**src/rtl/cmd_seq_pkg.sv**
```systemverilog
package cmd_seq_pkg;
  localparam int ADDR_W = 7;
  localparam int DATA_W = 16;
  localparam int N_INIT = 2;

  localparam logic [ADDR_W-1:0] SPK_ADDR      = 7'h02;
  localparam logic [ADDR_W-1:0] MIC_ADDR      = 7'h0E;
  localparam logic [ADDR_W-1:0] PCM_GAIN_ADDR = 7'h18;
  localparam logic [ADDR_W-1:0] RATE_ADDR     = 7'h2C;
  localparam logic [DATA_W-1:0] PCM_GAIN_VAL  = 16'h0808;
  localparam logic [DATA_W-1:0] RATE_VAL      = 16'h0FA0;

  typedef enum logic [1:0] {
    ST_HOLD,
    ST_WAIT_RDY,
    ST_INIT,
    ST_RUN
  } seq_state_e;

  typedef struct packed {
    logic [ADDR_W-1:0] addr;
    logic [DATA_W-1:0] data;
  } reg_cmd_t;

  // Fixed bring-up writes, issued in index order.
  function automatic reg_cmd_t init_entry(input logic [7:0] idx);
    reg_cmd_t e;
    case (idx)
      8'd0:    e = '{PCM_GAIN_ADDR, PCM_GAIN_VAL};
      default: e = '{RATE_ADDR, RATE_VAL};
    endcase
    return e;
  endfunction
endpackage

```
**src/rtl/cmd_seq_hold_timer.sv**
```systemverilog
module cmd_seq_hold_timer #(
  parameter int unsigned CYCLES = 1024
) (
  input  logic clk,
  input  logic rst_n,
  input  logic en,
  output logic done
);
  localparam int CNT_W = $clog2(CYCLES + 1);

  logic [CNT_W-1:0] cnt_q;
  logic [CNT_W-1:0] cnt_d;
  logic             cnt_en;

  assign done   = (cnt_q >= CNT_W'(CYCLES - 1));
  assign cnt_en = en && !done;

  always_comb begin
    cnt_d = cnt_q + 1'b1;
  end

  always_ff @(posedge clk or negedge rst_n) begin
    if (!rst_n) begin
      cnt_q <= '0;
    end else if (cnt_en) begin
      cnt_q <= cnt_d;
    end
  end
endmodule

```
**src/rtl/cmd_seq_vol_word.sv**
```systemverilog
module cmd_seq_vol_word
  import cmd_seq_pkg::*;
#(
  parameter int LVL_W  = 5,
  parameter bit STEREO = 1'b1
) (
  input  logic [LVL_W-1:0]  level,
  input  logic              mute,
  output logic [DATA_W-1:0] word
);
  generate
    if (STEREO) begin : g_stereo
      always_comb begin
        word             = '0;
        word[DATA_W-1]   = mute;
        word[LVL_W-1:0]  = level;
        word[8 +: LVL_W] = level;
      end
    end else begin : g_mono
      always_comb begin
        word            = '0;
        word[DATA_W-1]  = mute;
        word[LVL_W-1:0] = level;
      end
    end
  endgenerate
endmodule

```
**src/rtl/codec_cmd_seq.sv**
```systemverilog
module codec_cmd_seq
  import cmd_seq_pkg::*;
#(
  parameter int unsigned RST_HOLD_CYC = 1024,
  parameter int          LVL_W        = 5
) (
  input  logic              clk,
  input  logic              rst_n,
  output logic              codec_rst_n_o,
  input  logic              codec_ready_i,
  input  logic [LVL_W-1:0]  spk_level_i,
  input  logic              spk_mute_i,
  input  logic [LVL_W-1:0]  mic_level_i,
  input  logic              mic_mute_i,
  output logic [ADDR_W-1:0] cmd_addr_o,
  output logic [DATA_W-1:0] cmd_data_o,
  output logic              cmd_valid_o,
  input  logic              cmd_ack_i,
  output logic              stream_en_o
);
  localparam int IDX_W = $clog2(N_INIT + 1);

  seq_state_e        state_q, state_d;
  logic [IDX_W-1:0]  idx_q, idx_d;
  logic              valid_q, valid_d;
  logic [ADDR_W-1:0] addr_q, addr_d;
  logic [DATA_W-1:0] data_q, data_d;
  logic              cmd_load;
  logic [DATA_W-1:0] spk_word, mic_word;
  logic [DATA_W-1:0] spk_shadow_q, mic_shadow_q;
  logic              spk_dirty_q, mic_dirty_q;
  logic              spk_load, mic_load;
  logic              spk_pend, mic_pend;
  logic              stream_q, stream_d;
  logic              hold_done;
  reg_cmd_t          init_cmd;

  cmd_seq_hold_timer #(.CYCLES(RST_HOLD_CYC)) u_hold (
    .clk  (clk),
    .rst_n(rst_n),
    .en   (state_q == ST_HOLD),
    .done (hold_done)
  );

  cmd_seq_vol_word #(.LVL_W(LVL_W), .STEREO(1'b1)) u_spk_word (
    .level(spk_level_i),
    .mute (spk_mute_i),
    .word (spk_word)
  );

  cmd_seq_vol_word #(.LVL_W(LVL_W), .STEREO(1'b0)) u_mic_word (
    .level(mic_level_i),
    .mute (mic_mute_i),
    .word (mic_word)
  );

  assign spk_pend = spk_dirty_q || (spk_word != spk_shadow_q);
  assign mic_pend = mic_dirty_q || (mic_word != mic_shadow_q);
  assign init_cmd = init_entry(8'(idx_q));

  // Next-state logic
  always_comb begin
    state_d  = state_q;
    idx_d    = idx_q;
    valid_d  = valid_q;
    addr_d   = addr_q;
    data_d   = data_q;
    stream_d = stream_q;
    cmd_load = 1'b0;
    spk_load = 1'b0;
    mic_load = 1'b0;
    if (valid_q && cmd_ack_i) begin
      valid_d = 1'b0;
    end
    case (state_q)
      ST_HOLD: begin
        if (hold_done) state_d = ST_WAIT_RDY;
      end
      ST_WAIT_RDY: begin
        if (codec_ready_i) state_d = ST_INIT;
      end
      ST_INIT: begin
        if (!valid_q) begin
          if (idx_q == IDX_W'(N_INIT)) begin
            state_d = ST_RUN;
          end else begin
            cmd_load = 1'b1;
            valid_d  = 1'b1;
            addr_d   = init_cmd.addr;
            data_d   = init_cmd.data;
            idx_d    = idx_q + 1'b1;
          end
        end
      end
      default: begin
        if (!valid_q) begin
          if (spk_pend) begin
            cmd_load = 1'b1;
            spk_load = 1'b1;
            valid_d  = 1'b1;
            addr_d   = SPK_ADDR;
            data_d   = spk_word;
          end else if (mic_pend) begin
            cmd_load = 1'b1;
            mic_load = 1'b1;
            valid_d  = 1'b1;
            addr_d   = MIC_ADDR;
            data_d   = mic_word;
          end else begin
            stream_d = 1'b1;
          end
        end
      end
    endcase
  end

  // Registers
  always_ff @(posedge clk or negedge rst_n) begin
    if (!rst_n) begin
      state_q  <= ST_HOLD;
      idx_q    <= '0;
      valid_q  <= 1'b0;
      stream_q <= 1'b0;
    end else begin
      state_q  <= state_d;
      idx_q    <= idx_d;
      valid_q  <= valid_d;
      stream_q <= stream_d;
    end
  end

  always_ff @(posedge clk or negedge rst_n) begin
    if (!rst_n) begin
      addr_q <= '0;
      data_q <= '0;
    end else if (cmd_load) begin
      addr_q <= addr_d;
      data_q <= data_d;
    end
  end

  always_ff @(posedge clk or negedge rst_n) begin
    if (!rst_n) begin
      spk_shadow_q <= '0;
      spk_dirty_q  <= 1'b1;
    end else if (spk_load) begin
      spk_shadow_q <= spk_word;
      spk_dirty_q  <= 1'b0;
    end
  end

  always_ff @(posedge clk or negedge rst_n) begin
    if (!rst_n) begin
      mic_shadow_q <= '0;
      mic_dirty_q  <= 1'b1;
    end else if (mic_load) begin
      mic_shadow_q <= mic_word;
      mic_dirty_q  <= 1'b0;
    end
  end

  assign codec_rst_n_o = (state_q != ST_HOLD);
  assign cmd_valid_o   = valid_q;
  assign cmd_addr_o    = addr_q;
  assign cmd_data_o    = data_q;
  assign stream_en_o   = stream_q;
endmodule

```
**config.mk**
```make
export PLATFORM = sky130hd
export DESIGN_NAME = codec_cmd_seq
export DESIGN_NICKNAME = d
export VERILOG_FILES = /design/src/rtl/cmd_seq_pkg.sv /design/src/rtl/cmd_seq_hold_timer.sv /design/src/rtl/cmd_seq_vol_word.sv /design/src/rtl/codec_cmd_seq.sv
export SDC_FILE = /design/constraint.sdc
export NUM_CORES = 1
export LEC_CHECK = 0
export CORE_ASPECT_RATIO = 2
export CORE_MARGIN = 2
export CORE_UTILIZATION = 47
export DETAILED_ROUTE_END_ITERATION = 10
export GPL_TIMING_DRIVEN = 0
export PLACE_DENSITY_LB_ADDON = 0.3
export REMOVE_ABC_BUFFERS = 1
export SLEW_MARGIN = 30
export SYNTH_ARGS = -nofsm -noshare
export SYNTH_HDL_FRONTEND = slang
export SYNTH_SLANG_ARGS = --single-unit
```
**constraint.sdc**
```tcl
create_clock -name clk -period 2.36 [get_ports clk]
set_input_delay 0.236 -clock clk [delete_from_list [all_inputs] [get_ports clk]]
set_output_delay 0.236 -clock clk [all_outputs]
set_load 0.05 [all_outputs]
```
==> flow_summary_export.csv <==
group,metric,value,unit
floorplan,die_w,54.6,um
timing,setup_slack,0.0555,ns
worst_setup_path,slowest_stage,"or4_4",
power,switching_share,0.256,
worst_setup_path,cp_max_fo,9,
floorplan,die-area,5750,um^2
worst_setup_path,rrSetupSlack,0.08,ns
job,max_cap_viol_count,0,
global_routing,antenna_found_initial,0,
worst_setup_path,crit_path_end_kind,"flop",
power,powerDensity,504,nW/um^2
detailed_routing,drc,0,
global_routing,grt_pass1_wl,7330,um
synth,syn_inst,210,
timing,max_slew.worst_pin.slew,0.852,ns
synth,yosysMostFrequentCell,"dfrtp_1",
clocking,cts_num_sinks,47,
timing,fmax,434,MHz
worst_setup_path,worstSetupPathType,"in2reg",
finish,final_util,0.587,
hold_path,hp-class,"reg2reg",
global_routing,grt_pass1_vias,1595,
clocking,clkLatencyLatePin,0.29,ns
detailed_routing,drt-pass1-iter-count,4,
place,gp_congestion,0.781,
synth,avgSynthCellArea,11.5,um^2
synth,synth_seq_cells,47,
power,p_int,1.08,mW
power,power_frac_clock,0.322,
detailed_routing,wl_per_cell,14.6,um
finish,drive_gt1_frac,0.173,
floorplan,core,4910,um^2
place,preCtsSetupSlack,-0.566,ns
detailed_routing,antenna_left,0,
synth,async_flop_share,1.00,
floorplan,start_util,0.491,
timing,slew_headroom,0.417,
synth,ys_warn_count,0,
place,numPortBuffers,36,
clocking,cts_tree,"yes",
power,peakVddDrop,0.507,mV
synth,syn_area,2410,um^2
timing,fin_crit,2.30,ns
global_routing,globalRouteOverflowTotal,0,
synth,ys_seq_area_frac,0.489,
worst_setup_path,startpoint_type,"primary input",
timing,clock_skew,0.00676,ns
worst_setup_path,crit_required,2.54,ns
timing,final-setup-viol-count,0,
synth,synth_top_area_share,0.467,
floorplan,die_y,105,um
synth,synthTopCellsByArea,"dfrtp_1 47%, mux2_2 7.5%, xnor2_1 4.4%",
clocking,root_buffer,"clkbuf_8",
detailed_routing,drtIter0Drc,16,
synth,ys_top_cells_by_count,"45 x dfrtp_1, 20 x inv_1, 16 x mux2_2",
finish,area_growth,19.6,%
place,place_hpwl,3330,um
timing,slew_violations,0,
clocking,cts_buffers,5,
detailed_routing,num_vias,1608,
timing,post-route-period-util,0.976,
power,seq_power_share,0.567,
synth,synth_top_area_cell,"dfrtp_1",
power,p_leak,1.26,nW
finish,n_fill_cell,424,
detailed_routing,routed_wl,4470,um
power,combPwrFrac,0.111,
global_routing,grt_max_degree,48,
status,status,"complete, no violations",
worst_setup_path,cp_cell_sequence,"clkdlybuf4s50_1 > xor2_1 > or4_4 > nor4_4 > buf_4 > a2111oi_4 > buf_6 > mux2_2",
timing,hold_viol,0,
detailed_routing,post_drt_via_cell_ratio,5.27,
synth,ys.flop_type,"dfrtp_1",
finish,antenna_cells,0,
worst_setup_path,arrival,2.48,ns
floorplan,num_io_pins,42,
clocking,path_clk_slew,0.08,ns
synth,synth_edf_count,0,
clocking,htreeDepth,2,
global_routing,grt_util_all_layers,0.172,
floorplan,rows,36,
clocking,clock_path_buffers,2,
power,p_sw,0.373,mW
synth,synth_cell_types,47,
finish,fin_nets,271,
worst_setup_path,cpPeakStageDelay,0.56,ns
flip-flops by register name, indices dropped and copies added, names as in the netlist:
register / count
mic_shadow_q: 6
u_hold.cnt_q: 11
mic_dirty_q: 1
spk_shadow_q: 6
cmd_valid_o: 1
state_q: 2
cmd_addr_o: 4
cmd_data_o: 12
idx_q: 2
stream_en_o: 1
spk_dirty_q: 1
cell usage in the layout (no fill, tap or decap), types with 3 or more instances in the layout:
cell,n
nand2_1,11
conb_1,5
o22ai_1,7
inv_1,20
o21ai_0,9
nor2_1,4
ha_1,7
mux2_2,16
buf_4,3
clkbuf_8,5
clkdlybuf4s50_1,35
xnor2_1,12
xor2_1,9
dfrtp_1,45
mux2i_1,8
nand3_1,4
clkinv_2,3
nand4_1,3
power groups by stage:
stage               Sequential, mW  Clock (mW)  Combinational [mW]
floorplan                    0.868           0              0.0595
global placement             0.841           0               0.160
detailed placement           0.841           0               0.160
CTS                          0.825       0.480               0.163
global route                 0.827       0.508               0.175
finish                       0.825       0.468               0.162
critical path: cells and delay by family:
family	cells	cell delay [ns]
multiplexers	1	0.27
AND/OR/NAND/NOR	2	0.85
AO/OA/AOI/OAI	1	0.08
XOR/XNOR	1	0.18
buffers and inverters	3	0.87
kinds of logic (layout without fill, tap and decap cells):
kind of cell	Yosys count	count (layout)	share of synthesized area
flip-flops	47	47	0.489
AND/OR/NAND/NOR	42	42	0.110
buffers and inverters	34	68	0.0742
AO/OA/AOI/OAI	33	33	0.0997
multiplexers	24	24	0.108
XOR/XNOR	21	21	0.0763
adder cells (fa/ha/maj)	8	8	0.0415
other	1	5	0.00156
metrics by stage:
step	power, mW	area, um^2	setup TNS [ns]	cells	hold slack, ns
floorplan	0.928	2320	0	200	-0.0596
global placement	1.00	2750	-21.54	293	0.357
finish	1.45	2880	0	305	0.376
detailed placement	1.00	2760	-7.22	294	0.274
CTS	1.47	2870	0	304	0.377
global route	1.51	2880	-0.0156	305	0.391
metal layers:
metal	vias to the layer above	global-route usage	routed length [um]
li1	778	-	-
met1	785	0.203	1720
met2	36	0.295	2500
met3	9	0.0326	142
met4	0	0.0571	108
met5	-	0	0
final cells by class:
cell class,instances,area [um^2],area share
Sequential cell,47,1180,0.409
Tap cell,57,71.3,0.0247
Inverter,20,75.1,0.0260
Multi-Input combinational cell,133,1080,0.375
Clock inverter,3,15.0,0.00521
Timing Repair Buffer,40,394,0.137
Clock buffer,5,68.8,0.0239
path summary, 6_finish.rpt:
kind,from,to,cells after the start
worst max register to register,spk_shadow_q[12]$_DFFE_PN0P_,cmd_data_o[9]$_DFFE_PN0P_,7
worst min register to register,u_hold.cnt_q[10]$_DFFE_PN0P_,u_hold.cnt_q[10]$_DFFE_PN0P_,0
min in group asynchronous,rst_n,cmd_addr_o[4]$_DFFE_PN0P_,2
max in group asynchronous,rst_n,u_hold.cnt_q[2]$_DFFE_PN0P_,2
worst min-delay path,u_hold.cnt_q[10]$_DFFE_PN0P_,u_hold.cnt_q[10]$_DFFE_PN0P_,0
worst max-delay path,spk_level_i[1],cmd_data_o[9]$_DFFE_PN0P_,8
timing repair:
item / 4_1_cts / 5_1_grt
endpoints found under the hold margin: 45 / 0
resized for setup: 1 / 3
pin swaps: 1 / 1
setup endpoints to repair: 13 / 16
buffers inserted: 1 / 1
hold buffers: 1 / 0
No activity file was read; power rests on OpenSTA's default activity.
